--- src/rtl/irqc_pkg.sv ---
package irqc_pkg;
  localparam int unsigned BYTE_W  = 8;
  localparam int unsigned LINES   = 8;
  localparam int unsigned LVL_W   = $clog2(LINES);

  localparam int unsigned B_START  = 4;  // setup start marker
  localparam int unsigned B_SEL    = 3;  // read-select marker
  localparam int unsigned B_SINGLE = 1;  // single mode in start word
  localparam int unsigned B_NEED4  = 0;  // fourth word wanted
  localparam int unsigned B_EOI    = 5;  // end of service
  localparam int unsigned B_SPEC   = 6;  // specific level
  localparam int unsigned B_AEOI   = 1;  // auto-EOI in fourth word
  localparam logic [BYTE_W-1:0] RD_ISR_CODE = 8'h0B;
  localparam logic [BYTE_W-1:0] BASE_KEEP   = 8'hF8;

  typedef enum logic [1:0] {
    ST_IDLE = 2'd0,
    ST_W2   = 2'd1,
    ST_W3   = 2'd2,
    ST_W4   = 2'd3
  } init_st_e;

  typedef struct packed {
    logic             start;
    logic             sel;
    logic             svc_cmd;
    logic             rd_isr;
    logic             eoi;
    logic             spec;
    logic             single;
    logic             need4;
    logic             aeoi;
    logic [LVL_W-1:0] lvl;
  } cmd_dec_t;
endpackage

--- src/rtl/irqc_cmd_decode.sv ---
module irqc_cmd_decode
  import irqc_pkg::*;
(
  input  logic [BYTE_W-1:0] byte_i,
  output cmd_dec_t          dec_o
);
  always_comb begin
    dec_o.start   = byte_i[B_START];
    dec_o.sel     = !byte_i[B_START] && byte_i[B_SEL];
    dec_o.svc_cmd = !byte_i[B_START] && !byte_i[B_SEL];
    dec_o.rd_isr  = (byte_i == RD_ISR_CODE);
    dec_o.eoi     = byte_i[B_EOI];
    dec_o.spec    = byte_i[B_SPEC];
    dec_o.single  = byte_i[B_SINGLE];
    dec_o.need4   = byte_i[B_NEED4];
    dec_o.aeoi    = byte_i[B_AEOI];
    dec_o.lvl     = byte_i[LVL_W-1:0];
  end
endmodule

--- src/rtl/irqc_init_seq.sv ---
module irqc_init_seq
  import irqc_pkg::*;
(
  input  logic     clk,
  input  logic     rst_n,
  input  logic     start_i,
  input  logic     single_i,
  input  logic     need4_i,
  input  logic     dwr_i,
  output init_st_e step_o,
  output logic     busy_o
);
  init_st_e st_q, st_d;
  logic     single_q, need4_q;

  always_comb begin
    st_d = st_q;
    if (start_i) begin
      st_d = ST_W2;
    end else if (dwr_i) begin
      unique case (st_q)
        ST_W2: begin
          if (!single_q)    st_d = ST_W3;
          else if (need4_q) st_d = ST_W4;
          else              st_d = ST_IDLE;
        end
        ST_W3:   st_d = need4_q ? ST_W4 : ST_IDLE;
        ST_W4:   st_d = ST_IDLE;
        default: st_d = ST_IDLE;
      endcase
    end
  end

  always_ff @(posedge clk or negedge rst_n) begin
    if (!rst_n) begin
      st_q     <= ST_IDLE;
      single_q <= 1'b0;
      need4_q  <= 1'b0;
    end else begin
      st_q <= st_d;
      if (start_i) begin
        single_q <= single_i;
        need4_q  <= need4_i;
      end
    end
  end

  assign step_o = st_q;
  assign busy_o = (st_q != ST_IDLE);


  start_next_chk: assert property (@(posedge clk) disable iff (!rst_n)
    start_i |=> (st_q == ST_W2));

  last_word_chk: assert property (@(posedge clk) disable iff (!rst_n)
    (st_q == ST_W4 && dwr_i && !start_i) |=> (st_q == ST_IDLE));

  casc_step_chk: assert property (@(posedge clk) disable iff (!rst_n)
    (st_q == ST_W2 && dwr_i && !start_i && !single_q) |=> (st_q == ST_W3));
endmodule

--- src/rtl/irqc_isr_bank.sv ---
module irqc_isr_bank
  import irqc_pkg::*;
(
  input  logic             clk,
  input  logic             rst_n,
  input  logic [LINES-1:0] set_i,
  input  logic             clr_one_i,
  input  logic             clr_all_i,
  input  logic [LVL_W-1:0] lvl_i,
  output logic [LINES-1:0] isr_o
);
  logic [LINES-1:0] isr_q;

  for (genvar g = 0; g < LINES; g++) begin : g_bit
    logic hit;
    assign hit = clr_all_i || (clr_one_i && (lvl_i == LVL_W'(g)));
    always_ff @(posedge clk or negedge rst_n) begin
      if (!rst_n)        isr_q[g] <= 1'b0;
      else if (set_i[g]) isr_q[g] <= 1'b1;
      else if (hit)      isr_q[g] <= 1'b0;
    end
  end

  assign isr_o = isr_q;


  spec_clear_chk: assert property (@(posedge clk) disable iff (!rst_n)
    (clr_one_i && !clr_all_i && !set_i[lvl_i]) |=> !isr_q[$past(lvl_i)]);

  all_clear_chk: assert property (@(posedge clk) disable iff (!rst_n)
    clr_all_i |=> (isr_q == $past(set_i)));

  set_wins_chk: assert property (@(posedge clk) disable iff (!rst_n)
    (set_i != '0) |=> ((isr_q & $past(set_i)) == $past(set_i)));
endmodule

--- src/rtl/irqc_regfile.sv ---
module irqc_regfile
  import irqc_pkg::*;
(
  input  logic              clk,
  input  logic              rst_n,
  input  logic              cmd_wr,
  input  logic              cmd_rd,
  input  logic              dat_wr,
  input  logic              dat_rd,
  input  logic [7:0]        wr_data,
  output logic [7:0]        rd_data,
  input  logic [7:0]        svc_set,
  output logic [7:0]        vec_base,
  output logic [7:0]        casc_map,
  output logic [7:0]        isr_out,
  output logic [7:0]        mask_out,
  output logic              auto_eoi,
  output logic              init_busy
);
  cmd_dec_t   dec;
  init_st_e   step;
  logic       busy;
  logic       dat_fire, start_w, sel_w, clr_one, clr_all;
  logic [BYTE_W-1:0] mask_q, base_q, casc_q;
  logic [LINES-1:0]  isr;
  logic       aeoi_q, rsel_q;

  irqc_cmd_decode u_dec (.byte_i(wr_data), .dec_o(dec));

  assign dat_fire = dat_wr && !cmd_wr;
  assign start_w  = cmd_wr && dec.start;
  assign sel_w    = cmd_wr && dec.sel;
  assign clr_one  = cmd_wr && dec.svc_cmd && dec.eoi && dec.spec;
  assign clr_all  = cmd_wr && dec.svc_cmd && dec.eoi && !dec.spec;

  irqc_init_seq u_seq (
    .clk(clk), .rst_n(rst_n), .start_i(start_w),
    .single_i(dec.single), .need4_i(dec.need4),
    .dwr_i(dat_fire), .step_o(step), .busy_o(busy)
  );

  irqc_isr_bank u_isr (
    .clk(clk), .rst_n(rst_n), .set_i(svc_set),
    .clr_one_i(clr_one), .clr_all_i(clr_all),
    .lvl_i(dec.lvl), .isr_o(isr)
  );

  always_ff @(posedge clk or negedge rst_n) begin
    if (!rst_n) begin
      mask_q <= '0;
      base_q <= '0;
      casc_q <= '0;
      aeoi_q <= 1'b0;
    end else if (dat_fire) begin
      unique case (step)
        ST_IDLE: mask_q <= wr_data;
        ST_W2:   base_q <= wr_data & BASE_KEEP;
        ST_W3:   casc_q <= wr_data;
        ST_W4:   if (dec.aeoi) aeoi_q <= 1'b1;
        default: ;
      endcase
    end
  end

  always_ff @(posedge clk or negedge rst_n) begin
    if (!rst_n)                    rsel_q <= 1'b0;
    else if (sel_w && dec.rd_isr)  rsel_q <= 1'b1;
    else if (cmd_rd)               rsel_q <= 1'b0;
  end

  always_comb begin
    if (dat_rd)               rd_data = mask_q;
    else if (cmd_rd && rsel_q) rd_data = isr;
    else                      rd_data = '0;
  end

  assign vec_base  = base_q;
  assign casc_map  = casc_q;
  assign isr_out   = isr;
  assign mask_out  = mask_q;
  assign auto_eoi  = aeoi_q;
  assign init_busy = busy;


  mask_load_chk: assert property (@(posedge clk) disable iff (!rst_n)
    (dat_wr && !cmd_wr && !init_busy) |=> (mask_out == $past(wr_data)));

  mask_hold_chk: assert property (@(posedge clk) disable iff (!rst_n)
    init_busy |=> $stable(mask_out));

  drop_data_chk: assert property (@(posedge clk) disable iff (!rst_n)
    (cmd_wr && dat_wr) |=> $stable(mask_out));

  one_shot_chk: assert property (@(posedge clk) disable iff (!rst_n)
    (cmd_rd && !(cmd_wr && wr_data == RD_ISR_CODE)) |=> !rsel_q);

  aeoi_sticky_chk: assert property (@(posedge clk) disable iff (!rst_n)
    auto_eoi |=> auto_eoi);

  base_low_chk: assert property (@(posedge clk) disable iff (!rst_n)
    $changed(vec_base) |-> $past(init_busy));
endmodule

--- config.mk ---
export PLATFORM = sky130hd
export DESIGN_NAME = irqc_regfile
export DESIGN_NICKNAME = d
export VERILOG_FILES = /design/src/rtl/irqc_pkg.sv /design/src/rtl/irqc_cmd_decode.sv /design/src/rtl/irqc_init_seq.sv /design/src/rtl/irqc_isr_bank.sv /design/src/rtl/irqc_regfile.sv
export SDC_FILE = /design/constraint.sdc
export NUM_CORES = 1
export LEC_CHECK = 0
export ABC_AREA = 1
export BUFFER_PORTS_ARGS = -buffer_cell sky130_fd_sc_hd__buf_4
export CORE_MARGIN = 10
export CORE_UTILIZATION = 53
export DETAILED_ROUTE_END_ITERATION = 7
export PLACE_DENSITY = 0.95
export SETUP_SLACK_MARGIN = 0.1
export SLEW_MARGIN = 20
export SYNTH_ARGS = -nofsm -noshare
export SYNTH_HDL_FRONTEND = slang
export SYNTH_SLANG_ARGS = --single-unit
--- constraint.sdc ---
create_clock -name clk -period 2.8 [get_ports clk]
set_input_delay 0.56 -clock clk [delete_from_list [all_inputs] [get_ports clk]]
set_output_delay 0.56 -clock clk [all_outputs]
set_load 0.005 [all_outputs]
==> results of run 1 <==
-- how the worst min path moves through the flow --
stage | startpoint | end | slack (ns) | cells after the start
after global placement | auto_eoi | auto_eoi | 0.46 | 1
after global routing | rst_n | vec_base[5] | 0.15 | 1
after CTS | rst_n | vec_base[5] | 0.14 | 1
after floorplan | rst_n | auto_eoi | 0.26 | 0
after detailed placement | auto_eoi | auto_eoi | 0.47 | 1
final | rst_n | rsel_q | 0.13 | 1
-- synth_stat cells --
library cell	number
a21oi_1	1
a31o_2	1
buf_12	1
buf_2	2
buf_4	3
buf_8	1
conb_1	1
dfrtp_1	35
ha_1	4
inv_1	22
inv_2	2
inv_6	1
nand2_1	79
nand2_2	5
nand2_4	3
nand3_1	9
nor2_1	5
nor2_4	1
o211ai_1	1
o21ai_0	17
o21ai_2	16
-- layout make-up --
class | count | share of cell area [%]
Sequential cell | 35 | 38.0
Timing Repair Buffer | 60 | 19.5
Tap cell | 44 | 2.39
Clock buffer | 5 | 1.63
Inverter | 25 | 4.29
Clock inverter | 3 | 1.90
Multi-Input combinational cell | 145 | 32.3
-- through the flow --
step	power (W)	worst slack, ns	cells	instance area, um2	util (%)
detailed placement	0.00129	0.883	309	2220	71.1
finish	0.00163	0.861	317	2310	73.7
global route	0.00174	0.779	317	2310	73.7
floorplan	0.000963	1.15	212	1790	-
CTS	0.00165	0.868	317	2310	73.7
global placement	0.00126	1.01	309	2220	71.1
-- registers in the layout, indices dropped and copies added (netlist names) --
| name | flops |
|---|---|
| auto_eoi | 1 |
| casc_map | 8 |
| mask_out | 8 |
| rsel_q | 1 |
| u_isr.isr_o | 8 |
| u_seq.need4_q | 1 |
| u_seq.single_q | 1 |
| u_seq.step_o | 2 |
| vec_base | 5 |
-- cell families (layout without fill, tap and decap cells) --
family                     after synthesis  after routing  share of synthesized area, %
buffers and inverters                   32             93                          9.35
DFF                                     35             35                          49.2
other                                    1              3                         0.211
and+or+nand+nor                        102            102                          24.5
adders and majority gates                4              4                          2.81
AOI/OAI and AO/OA                       36             36                          13.9
-- power groups by stage --
stage	Clock, W	Sequential (W)	Combinational (W)
after global placement	0	0.000728	0.000529
after floorplan	0	0.000732	0.000231
after CTS	0.000371	0.000722	0.000556
after detailed placement	0	0.000731	0.000555
final	0.000365	0.000723	0.000544
after global routing	0.000397	0.000739	0.000602
-- layer usage --
metal,wire [um],up-vias,part of all wire [%],track usage [%]
met1,1870,721,41,17.0
met4,68,0,1.5,4.84
met2,2210,75,48,24.6
met5,0,-,0,0
met3,440,8,9.6,6.80
li1,-,772,-,-
-- critical path: cells and delay by family --
kind	cells	cell delay (ns)
buf+inv	3	0.51
compound gates	1	0.22
simple gates	1	0.09
==> metrics.md, run 1 <==
| Metric | Value |
|---|---|
| Final routed wirelength across all metal layers | 4590 um |
| Core ar. | 0.00313 mm2 |
| Largest stage delay on the critical path | 0.22 ns |
| Wirelength per Cell | 14.5 um |
| Maximum number of pins on one net before global-route repair | 36 |
| Fraction of final layout cells with drive strength greater than 1 | 35.5% |
| Ratio of routed vias to standard cells | 4.97 |
| Grt ovf | 0 |
| Standard cell with the maximum stage delay on the critical path | o21ai_0 |
| # rows | 20 |
| Die Y-Extent | 77.9 um |
| Logic depth of the worst register-to-register path | 6 |
| Cell types occupying the most area after synthesis | dfrtp_1, nand2_1, o21ai_2, o21ai_0, inv_1 |
| Number of iterations in the first detailed-routing pass | 4 |
| Synth-to-Final Area Change | 29.6% |
| Final slew viol count | 0 |
| Net switching power | 0.000515 W |
| Syn Std Cell Area | 0.00178 mm2 |
| Synth cell types | 21 |
| Clk pin slew, worst setup/hold paths | 0.12 ns |
| CTS Buffer Depth | 2 |
| Total Nets Final | 298 |
| Shortest period the worst path allows | 1.94 ns |
| Sum of net half-perimeters after detailed placement | 3660 um |
| Cts-stage hold buffer count | 0 |
| Clock Sinks | 35 |
| Synth Register Bits | 35 |
| DRC violation count after routing | 0 |
| Most common cell after layout, fill and taps aside | nand2_1 |
| Gate Count Post-Synth | 210 |
| Launch instance of the worst register-to-register path | u_seq.step_o[1] |
| Number of DRC violations after detailed-routing iteration 0 | 143 |
| Vias in the first global route | 1500 |
| Num CTS Buffers | 5 |
| Number of buffers inserted by port buffering | 60 |
| Outcome | completed |
| Effective utilization at floorplan | 56.9% |
| Setup repair after global routing missed its margin | false |
| Final Skew | 0.0124 ns |
| Final Hold Vio Count | 0 |
| Total Neg Setup Slack | 0 ns |
| Clock tree from TritonCTS | built |
| GRT Resource Usage Total | 15.0% |
| H-Tree Depth | 2 |
| Required time of the critical path | 2.24 ns |
| Clock group share of total power | 22.4% |
| Post-route worst hold slack | 0.133 ns |
| Cell mode on critical path | buf_4 |
| Clock latency on the worst-skew pair | 0.35 ns |
| Reg-to-Reg End | u_seq.step_o[1] |
| Portion of total power attributed to sequential cells | 44.3% |
| Cell-internal power | 0.00112 W |
| Part of the Yosys area used for sequential elements | 49.2% |
| Critical Path Fanout Max | 9 |
| Achievable Freq | 516 MHz |
| Final clock period utilization by the worst path | 69.2% |
| Highest ir drop seen on vdd | 0.000331 V |
| WP data arrival | 1.38 ns |
| Total number of yosys warnings | 0 |
| Maxcap violations | 0 |
| Number of antenna violations at the first check in global routing | 0 |
| I/O pin count | 64 |
| Gates resized, CTS repair | 0 |
| Cell accounting for the most synthesized area | dfrtp_1 |
| Start-to-end type of the worst setup path | in -> out |
| Syn Area/Cell | 8.47 um2 |
| Filler Cells Inserted | 223 |
| GPL Wtd Cong | 0.899 |
| End point of the critical path | rd_data[6] |
| Path class of the lowest-slack min-delay path | in -> async |
| Critical path startpoint | dat_rd |
| Crit end category | output pin |
| Setup repair bufs after CTS | 0 |
| Global-route wire length before repair | 7390 um |
| Setup crit start kind | primary input |
| Multi-input gate area in the final layout | 744 um2 |
| Ordered cell list for the critical path | buf_4 > inv_1 > nand2_1 > o21ai_0 > buf_4 |
| Commonest cells after routing, fill and taps aside | nand2_1, buf_4, dfrtp_1 |
| Sw frac | 31.6% |
| Final number of setup-violating endpoints | 0 |
| Top cell type's share of synthesized area | 49.2% |
| Diode count | 0 |
| ANT nets after route | 0 |
| Cell at the root of the clock tree | clkbuf_4 |
| Combinational fraction of design power | 33.3% |
| Static Leak | 1.26 nW |
| Via Count | 1576 |
| Power density cells | 707 mW/mm2 |
| Reg-to-reg setup timing slack | 1.54 ns |
| Width of the chip | 77.9 um |
| Reg area | 876 um2 |
| Area of the die | 0.00607 mm2 |
Note: power is estimated with default switching activity, not from simulation.
==> run 2: changes to the inputs <==
--- a/config.mk
+++ b/config.mk
@@ -8,9 +8,9 @@
 export ABC_AREA = 1
 export BUFFER_PORTS_ARGS = -buffer_cell sky130_fd_sc_hd__buf_4
 export CORE_MARGIN = 10
-export CORE_UTILIZATION = 53
+export CORE_UTILIZATION = 49
 export DETAILED_ROUTE_END_ITERATION = 7
-export PLACE_DENSITY = 0.95
+export PLACE_DENSITY = 0.89
 export SETUP_SLACK_MARGIN = 0.1
 export SLEW_MARGIN = 20
 export SYNTH_ARGS = -nofsm -noshare
==> constraint.sdc (replaced) <==
create_clock -name clk -period 1.9 [get_ports clk]
set_input_delay 0.38 -clock clk [delete_from_list [all_inputs] [get_ports clk]]
set_output_delay 0.38 -clock clk [all_outputs]
set_load 0.005 [all_outputs]
==> run 2 against run 1 <==
  * Via count shrank 2.0%
  * Count of clock-buffer cells in the layout grew 3
  * Sequential share of layout area is the same
  * Largest power group unchanged
==> metrics.md, run 2 (same netlist as run 1, synthesis figures left out) <==
| Metric | Value |
|---|---|
| Hold path endpoint | u_isr.isr_o[0] |
| Width of the chip | 80.3 um |
| Diode count | 0 |
| Ratio of routed vias to standard cells | 4.83 |
| Synth-to-Final Area Change | 29.6% |
| Shortest period the worst path allows | 1.68 ns |
| Clock tree from TritonCTS | built |
| Final Skew | 0.00600 ns |
| DRC violation count after routing | 0 |
| Crit end category | output pin |
| Reg-to-Reg End | casc_map[1] |
| Launch instance of the worst register-to-register path | u_seq.step_o[0] |
| Path class of the lowest-slack min-delay path | in -> reg |
| Sum of net half-perimeters after detailed placement | 3610 um |
| Clk pin slew, worst setup/hold paths | 0.10 ns |
| Power density cells | 1010 mW/mm2 |
| Core ar. | 0.00342 mm2 |
| Most common cell after layout, fill and taps aside | nand2_1 |
| Total Nets Final | 299 |
| Commonest cells after routing, fill and taps aside | nand2_1, buf_4, dfrtp_1 |
| Final Hold Vio Count | 0 |
| Setup repair after global routing missed its margin | false |
| Num CTS Buffers | 5 |
| Outcome | completed |
| Final number of setup-violating endpoints | 0 |
| H-Tree Depth | 2 |
| Wirelength per Cell | 14.4 um |
| Number of DRC violations after detailed-routing iteration 0 | 124 |
| Setup crit start kind | flop |
| Number of buffers inserted by port buffering | 60 |
| Global-route wire length before repair | 7310 um |
| GRT Resource Usage Total | 14.5% |
| Hold Path Cell Cnt | 3 |
| Post-route cell area | 0.00231 mm2 |
| Grt ovf | 0 |
| # rows | 21 |
| Highest ir drop seen on vdd | 0.000505 V |
| Post-route worst hold slack | 0.201 ns |
| Clock Sinks | 35 |
| Achievable Freq | 595 MHz |
| Start-to-end type of the worst setup path | reg -> out |
| Die Y-Extent | 80.3 um |
| Final routed wirelength across all metal layers | 4600 um |
| Number of iterations in the first detailed-routing pass | 4 |
| I/O pin count | 64 |
| Maxcap violations | 0 |
| Setup repair bufs after CTS | 0 |
| Critical Path Fanout Max | 3 |
| Total Neg Setup Slack | 0 ns |
| Final slew viol count | 0 |
| Effective utilization at floorplan | 52.1% |
| Final cell utilization of the core | 67.5% |
| Vias in the first global route | 1564 |
| Final clock period utilization by the worst path | 88.4% |
| Static Leak | 1.26 nW |
| Reg-to-reg setup timing slack | 0.66 ns |
| ANT nets after route | 0 |
| WP data arrival | 1.30 ns |
| Instance area at placement | 0.00223 mm2 |
| HP Start | svc_set[0] |
| CTS Buffer Depth | 2 |
| Required time of the critical path | 1.52 ns |
| Number of antenna violations at the first check in global routing | 0 |
| Fraction of final layout cells with drive strength greater than 1 | 35.0% |
| GPL Wtd Cong | 0.815 |
| Maximum number of pins on one net before global-route repair | 36 |
| Gates resized, CTS repair | 0 |
| Logic depth of the worst register-to-register path | 5 |
| Cell at the root of the clock tree | clkbuf_4 |
| Via Count | 1544 |
| Area of the die | 0.00644 mm2 |
| Clock latency on the worst-skew pair | 0.35 ns |
run 2: power by group:
group	internal [W]	switching (W)
Combinational	0.000438	0.000348
Sequential	0.000932	0.000139
Clock	0.000218	0.000255
run 2: how the worst max path moves through the flow:
stage                               start         end  cells after the start
after floorplan                    dat_rd  rd_data[0]                      4
after detailed placement           dat_rd  rd_data[1]                      5
after global placement             dat_rd  rd_data[2]                      5
after CTS                 u_seq.step_o[0]   init_busy                      4
final                     u_seq.step_o[0]   init_busy                      4
after global routing      u_seq.step_o[0]   init_busy                      4
run 2: routing by layer:
layer | GRT usage [%] | part of all wire [%] | vias to the layer above | wire [um]
li1 | - | - | 775 | -
met1 | 15.7 | 41 | 713 | 1910
met2 | 23.9 | 48 | 47 | 2210
met3 | 5.90 | 8.2 | 9 | 379
met4 | 7.04 | 2.3 | 0 | 108
met5 | 0 | 0 | - | 0
run 2: layout make-up:
class	count	area, um2
fillers	309	1110
flip-flops and latches	35	876
multi-input cells	145	744
repair buffers	61	460
inverters	25	98.8
clock buffers	8	68.8
well taps	46	57.6
run 2: metrics by stage:
stage	worst slack (ns)	cells	total power (W)
global route	0.137	320	0.00248
finish	0.220	320	0.00233
detailed placement	0.456	311	0.00189
global placement	0.498	311	0.00186
CTS	0.215	320	0.00235
floorplan	0.614	212	0.00142
run 2: critical path, cell delays in order (launching register included):
cell	delay, ns
dfrtp_1	0.42
inv_1	0.11
ha_1	0.24
inv_1	0.06
buf_4	0.13
run 2: what timing repair did:
item,4_1_cts,5_1_grt
hold endpoints to repair,35,0
endpoints found under the setup margin,0,0
hold buffers,1,0
